## src/rtl/emx_pkg.sv

```systemverilog
package emx_pkg;
  localparam int EMX_WIDTH_DEF = 64;
  localparam int EMX_DIGIT_DEF = 10;

  typedef enum logic [1:0] {
    EMX_IDLE = 2'd0,
    EMX_CAP  = 2'd1,
    EMX_ITER = 2'd2,
    EMX_FIN  = 2'd3
  } emx_state_e;
endpackage

```

## src/rtl/emx_span_calc.sv

```systemverilog
// Number of digit steps needed to cover the highest set bit of an operand.
module emx_span_calc #(
  parameter int W  = 64,
  parameter int D  = 10,
  parameter int CW = 3
) (
  input  logic [W-1:0]  opnd,
  output logic [CW-1:0] steps
);
  localparam int NDIG = (W + D - 1) / D;
  localparam int EXT  = NDIG * D;

  logic [EXT-1:0]  ext;
  logic [NDIG-1:0] nz;

  always_comb begin
    ext = '0;
    ext[W-1:0] = opnd;
  end

  genvar g;
  generate
    for (g = 0; g < NDIG; g++) begin : g_dig
      assign nz[g] = |ext[g*D +: D];
    end
  endgenerate

  always_comb begin
    steps = CW'(1);
    for (int k = 0; k < NDIG; k++) begin
      if (nz[k]) steps = CW'(k + 1);
    end
  end
endmodule

```

## src/rtl/emx_partial_mac.sv

```systemverilog
// Accumulate one digit's partial product into the running sum.
module emx_partial_mac #(
  parameter int W = 64,
  parameter int D = 10
) (
  input  logic [W-1:0] mcand,
  input  logic [D-1:0] digit,
  input  logic [W-1:0] acc,
  output logic [W-1:0] sum
);
  logic [W+D-1:0] prod;

  assign prod = {{D{1'b0}}, mcand} * {{W{1'b0}}, digit};
  assign sum  = acc + prod[W-1:0];
endmodule

```

## src/rtl/early_exit_mul.sv

```systemverilog
module early_exit_mul
  import emx_pkg::*;
#(
  parameter int W = EMX_WIDTH_DEF,
  parameter int D = EMX_DIGIT_DEF
) (
  input  logic         clk,
  input  logic         rst,
  input  logic         req_valid,
  output logic         req_ready,
  input  logic [W-1:0] req_a,
  input  logic [W-1:0] req_b,
  output logic         done,
  output logic [W-1:0] result
);
  localparam int NDIG = (W + D - 1) / D;
  localparam int CW   = $clog2(NDIG + 1);

  emx_state_e    st;
  logic [W-1:0]  a_q, b_q, acc_q, res_q;
  logic [CW-1:0] cnt_q;
  logic          ready_q, done_q;

  logic [CW-1:0] span;
  logic [W-1:0]  mac_sum;
  logic          take;

  assign take = req_valid && ready_q;

  emx_span_calc #(.W(W), .D(D), .CW(CW)) u_span (
    .opnd  (b_q),
    .steps (span)
  );

  emx_partial_mac #(.W(W), .D(D)) u_mac (
    .mcand (a_q),
    .digit (b_q[D-1:0]),
    .acc   (acc_q),
    .sum   (mac_sum)
  );

  always_ff @(posedge clk) begin
    if (rst) begin
      st      <= EMX_IDLE;
      a_q     <= '0;
      b_q     <= '0;
      acc_q   <= '0;
      res_q   <= '0;
      cnt_q   <= '0;
      ready_q <= 1'b1;
      done_q  <= 1'b0;
    end else begin
      done_q <= 1'b0;
      case (st)
        EMX_IDLE, EMX_FIN: begin
          if (take) begin
            a_q     <= req_a;
            b_q     <= req_b;
            acc_q   <= '0;
            ready_q <= 1'b0;
            st      <= EMX_CAP;
          end else begin
            ready_q <= 1'b1;
            st      <= EMX_IDLE;
          end
        end
        EMX_CAP: begin
          cnt_q <= span;
          st    <= EMX_ITER;
        end
        EMX_ITER: begin
          acc_q <= mac_sum;
          a_q   <= a_q << D;
          b_q   <= b_q >> D;
          cnt_q <= cnt_q - CW'(1);
          if (cnt_q == CW'(1)) begin
            res_q   <= mac_sum;
            done_q  <= 1'b1;
            ready_q <= 1'b1;
            st      <= EMX_FIN;
          end
        end
        default: st <= EMX_IDLE;
      endcase
    end
  end

  assign req_ready = ready_q;
  assign done      = done_q;
  assign result    = res_q;
endmodule

```

## config.mk

```make
export PLATFORM = sky130hd
export DESIGN_NAME = early_exit_mul
export DESIGN_NICKNAME = d
export VERILOG_FILES = /design/src/rtl/emx_pkg.sv /design/src/rtl/emx_span_calc.sv /design/src/rtl/emx_partial_mac.sv /design/src/rtl/early_exit_mul.sv
export SDC_FILE = /design/constraint.sdc
export NUM_CORES = 2
export LEC_CHECK = 0
export BUFFER_PORTS_ARGS = -buffer_cell sky130_fd_sc_hd__buf_4
export CAP_MARGIN = 20
export CORE_UTILIZATION = 29
export DETAILED_ROUTE_END_ITERATION = 8
export GPL_TIMING_DRIVEN = 0
export PLACE_DENSITY_LB_ADDON = 0.3
export SYNTH_ARGS = -nofsm -noshare
export SYNTH_HDL_FRONTEND = slang
export SYNTH_SLANG_ARGS = --single-unit
```

## constraint.sdc

```tcl
create_clock -name clk -period 9.4 [get_ports clk]
set_input_delay 0 -clock clk [delete_from_list [all_inputs] [get_ports clk]]
set_output_delay 0 -clock clk [all_outputs]
set_load 0.1 [all_outputs]
```

# Yosys cells after proc, flatten, opt, wreduce, memory -nomap -nowiden
# Index checks and enable logic that the tools add are counted.
dict set report word_totals {
  regBits 263
  inputBits 131
  out_inout_bits 66
  word_cells 53
}
dict set report classes {
  n_addsub 2
  multipliers 1
  eq_ne 6
  n_mux 20
  bitwise 1
  n_reduce_logical 15
}
# cell count
set ops {}
lappend ops {{$pmux W64 S2} 3}
lappend ops {{$mux W64} 3}
lappend ops {{$add A64 B64 Y64} 1}
lappend ops {{$mul A64 B10 Y64} 1}
lappend ops {{$reduce_or A10 Y1} 5}
lappend ops {{$mux W3} 4}
lappend ops {{$mux W2} 3}
lappend ops {{$pmux W2 S3} 1}
lappend ops {{$pmux W3 S2} 1}
lappend ops {{$reduce_and A2 Y1} 3}
lappend ops {{$eq A2 B2 Y1 const B} 2}
lappend ops {{$mux W1} 4}
lappend ops {{$ne A2 B2 Y1 const B} 2}
lappend ops {{$reduce_bool A2 Y1} 2}
lappend ops {{$reduce_or A2 Y1} 2}
lappend ops {{$reduce_or A4 Y1} 1}
lappend ops {{$eq A3 B1 Y1 const B} 1}
lappend ops {{$sub A3 B1 Y3 const B} 1}
lappend ops {{$eq A2 B1 Y1 const B} 1}
lappend ops {{$logic_not A2 Y1} 1}
lappend ops {{$pmux W1 S2} 1}
lappend ops {{$logic_and A1 B1 Y1} 1}
lappend ops {{$not A1 Y1} 1}

# Depth between registers and ports, before layout
dict set report logic_depth {
  ltp_word 8
  depth_mapped 25
  depth_no_buf 22
}

# By module
# From an unflattened synthesis, not the netlist that was laid out.
dict set report hier_totals {
  cells_unflattened 3322
  area_unflattened_um2 30314.1
}
# module instances cells_each area_per_inst_um2 seq_area_each_um2
set by_module_without_submodules {}
lappend by_module_without_submodules {emx_partial_mac 1 2266 19302.3 0.0}
lappend by_module_without_submodules {early_exit_mul 1 1026 10837.9 5265.0}
lappend by_module_without_submodules {emx_span_calc 1 30 173.9 0.0}

# Worst setup path before layout
# Ideal clock, no wire load.
dict set report synth_path {
  path_type {register to register}
  startpoint {register b_q[4]}
  endpoint {register res_q[61] (netlist: result[61])}
  setup_ns 0.119
  t_arrival_ns 6.085
  required_time_ns 9.281
  setup_slack_ns 3.196
  stages_incl_launch_ff 23
  path_buffers 4
  period_less_slack_ns 6.204
  cell_sequence {dfxtp_1 clkbuf_1 clkbuf_1 clkbuf_1 nand2_1 fa_1 inv_1 fa_1 fa_1 fa_1 fa_1 ha_1 clkbuf_1 nand4_1 nor4_1 nand2_1 or4b_1 a211o_1 o2111a_1 nor2_1 a31oi_1 xnor2_1 a22o_1}
}
dict set report synth_via {
  elab_chain_cells 2
}
# element line_no
set synth_lines {}
lappend synth_lines {{start: declaration} early_exit_mul.sv:20} ;# logic [W-1:0] a_q, b_q, acc_q, res_q;
lappend synth_lines {{start signal: assignment} early_exit_mul.sv:58} ;# b_q <= req_b;
lappend synth_lines {{start signal: assignment} early_exit_mul.sv:74} ;# b_q <= b_q >> D;
lappend synth_lines {{$mul A64 B10 Y64} emx_partial_mac.sv:13} ;# assign prod = {{D{1'b0}}, mcand} * {{W{1'b0}}, digit};
lappend synth_lines {{$add A64 B64 Y64} emx_partial_mac.sv:14} ;# assign sum = acc + prod[W-1:0];
lappend synth_lines {{end signal: assignment} early_exit_mul.sv:77} ;# res_q <= mac_sum;
lappend synth_lines {{end: declaration} early_exit_mul.sv:20}
# No other way between the ends.
# A chain may end at the register's enable or synchronous reset.

# Worst setup path in the final report
dict set report layout_path {
  startpoint {register b_q[4]}
  endpoint {register res_q[63] (netlist: result[63])}
}
# The elaborated chain is that of the path after synthesis.

==> metrics.txt <==
P_int 0.00555 W; 1st-pass router iterations 5; die height 321 um; Net Count, Synth 4039; WL per Instance 21.1 um; hold path depth 5; count of cell types in the netlist 65; synthesized area 29400 sq um; Gate power share 0.735; Num CTS Buffers 37; layout cells sized above 1 0.0764; multi-input logic area approximately 21000 sq um; root buffer cell clkbuf_16; Resize count post-CTS 0; GRT Overall Usage 0.209; Hold Crit Class input pin to flop; status finished, final reports clean; EDFF count, synth 0; CTS tree built; P_leak about 16 nW; Seq pwr share 0.143; VDD IR max 0.000253 V; Critical Path Fanout Max 10; FMAX 118 MHz; Placed Cells 4862; worst hold start req_valid; post-layout minimum cycle time 8490 ps; Layout Cells excl Fill 5063; worst endpoint data arrival time a little under 9000 ps; final clock skew 61.5 ps; CORE AREA approximately 100000 sq um; Setup CP Type flop to flop; Worst setup EP type flop; FF+latch area roughly 5300 sq um; I/O pin cnt 197; DR DRC count 0; vias per inst 4.90; Clk network pwr share 0.122; CTS sink cnt around 260; FP Rows 116; # Max-Cap Violations 0; Die ar. approximately 100000 sq um; RSZ-0062 raised after global routing false; post-synthesis register bit count between 200 and 300; Post-synth ARST share 0; GR Overflow Total 0; Setup Viol. Count Final 0; setup bufs post-CTS 0; Fin Setup TNS 0 ps; actual slew at the worst max-slew pin 1100 ps; CP required 9830 ps; Finished Core Util 0.352; Yosys top cell by area fa_1; Sw Ratio 0.565; fraction of the cycle the final worst path needs 0.903; Top FF cell, synth dfxtp_1; reg2reg start b_q[4]$_SDFFE_PP0P_; die width 321 um; top post-synthesis cells by area fa_1 35%, dfxtp_1 18%, inv_1 6.7%; vias in the first global route 25800; top-area cell type share of the netlist area 0.351; nets@finish 4406; yosys warns 0; # port buffers roughly 200; 1st-iter DRT viols 1881; Slew HR 0.264; initial antenna violation count 5; count leader, synth inv_1; Mapped Avg Cell Area 8.90 sq um; maximum clock path buffer count 3; synth cell count leaders 527 x inv_1, 516 x fa_1, 445 x nand2_1; r2r setup slk approximately 910 ps; Mapped Cells 3307; area delta synth->final 19.9%; routability cong. between 0.9 and 1; sequential area share after synthesis 0.179; first-pass GRT wire length 161 mm; Worst Setup Start Kind flop; DRT Wirelength approximately 110 mm; Final Hold Vio Count 0; register clock-pin slew on the reported worst setup and hold paths 60 ps; PD cells 361 nW/um^2; clk_lat worst skew between 600 and 700 ps; Worst Hold Path EP acc_q[2]$_SDFFE_PP0P_; H-tree depth 2; largest net degree at the start of global routing 13; DR vias ~25000; filler instances between 10000 and 15000; reg2reg path depth 22; CTS Hold Bufs 129; Detailed Place HPWL 86.3 mm; Worst R2R End result[63]$_SDFFE_PP0P_; Net Switching 0.00719 W; Initial Util 0.293; Final Max Slew Viols 0; number of routed nets with antenna violations 0
[critical path, stage by stage, from the launching register on]
cell,delay (ps)
dfxtp_1,300
clkbuf_1,460
clkbuf_1,600
clkbuf_1,500
nand2_1,160
fa_1,600
inv_1,70
fa_1,560
fa_1,460
fa_1,510
fa_1,460
ha_1,290
buf_2,190
nand4_1,240
nor4_1,360
nand2_1,320
or4b_1,700
a211o_1,490
o2111a_1,260
o31ai_1,320
a21oi_1,130
xnor2_1,250
o21ai_1,90
[layer usage]
layer  vias up  GRT usage  wire length (um)
met5         -          0                13
met4         2     0.0774              4040
met3       154     0.0471              8910
met2       865      0.333             48200
met1     12600      0.276             45500
li1      11200          -                 -
[power by group through the flow]
stage	sequential, W	combinational, W	clock, W
detailed placement	0.00182	0.00926	0
CTS	0.00180	0.00936	0.00159
global placement	0.00182	0.00918	0
floorplan	0.00177	0.00640	0
global route	0.00185	0.0105	0.00164
finish	0.00182	0.00937	0.00156
[placed cells by master, fill, tap and decap left out, drive strengths merged, types with 25 or more instances in the layout]
| master | n |
|---|---|
| buf | 211 |
| nand2 | 445 |
| xnor2 | 48 |
| o21ai | 50 |
| ha | 85 |
| a22oi | 53 |
| mux2i | 111 |
| inv | 528 |
| a21oi | 81 |
| a21o | 29 |
| dlygate4sd3 | 129 |
| a211oi | 118 |
| nand4 | 25 |
| a22o | 73 |
| nor2 | 212 |
| fa | 516 |
| and2 | 225 |
| dfxtp | 263 |
| nand3 | 27 |
| clkbuf | 271 |
[cells by family after synthesis]
kind of cell / after synthesis / synth area share
and+or+nand+nor: 995 / 0.155
buffers and inverters: 766 / 0.0979
adders and majority gates: 601 / 0.387
AOI/OAI and AO/OA: 499 / 0.121
DFF: 263 / 0.179
muxes: 113 / 0.0385
xor gates and xnor gates: 70 / 0.0208
[state kept, by name, indices dropped and copies added (netlist names)]
register,flops
a_q,64
acc_q,64
b_q,64
cnt_q,3
done,1
req_ready,1
result,64
st,2
[cell type report]
class | count | area share
Tap cell | 1357 | 0.0481
Buffer | 239 | 0.0256
Clock buffer | 44 | 0.0276
Timing Repair Buffer | 328 | 0.0796
Clock inverter | 24 | 0.0103
Sequential cell | 263 | 0.149
Antenna cell | 3 | 0.000213
Multi-Input combinational cell | 2278 | 0.603
Inverter | 527 | 0.0561
[how the worst max path moves through the flow]
stage          slack [ps]                 from                       to  cells past startpoint
2_1_floorplan        3200  b_q[4]$_SDFFE_PP0P_  result[61]$_SDFFE_PP0P_                     22
3_3_place_gp          950  b_q[4]$_SDFFE_PP0P_  result[63]$_SDFFE_PP0P_                     22
3_5_place_dp          960  b_q[4]$_SDFFE_PP0P_  result[63]$_SDFFE_PP0P_                     22
4_1_cts               950  b_q[4]$_SDFFE_PP0P_  result[63]$_SDFFE_PP0P_                     22
5_1_grt               460  b_q[4]$_SDFFE_PP0P_  result[61]$_SDFFE_PP0P_                     22
6_report              910  b_q[4]$_SDFFE_PP0P_  result[63]$_SDFFE_PP0P_                     22
[metrics by stage]
stage | hold slack [ps] | total power [W] | instance area, sq um | worst slack [ps]
6_report | 102 | 0.0127 | 35300 | 909
5_1_grt | 173 | 0.0140 | 35300 | 458
4_1_cts | 74.5 | 0.0128 | 35300 | 951
3_5_place_dp | 258 | 0.0111 | 32600 | 963
3_3_place_gp | 250 | 0.0110 | 32600 | 946
2_1_floorplan | 161 | 0.00817 | 29400 | 3200
No activity file was read; power rests on OpenSTA's default activity.
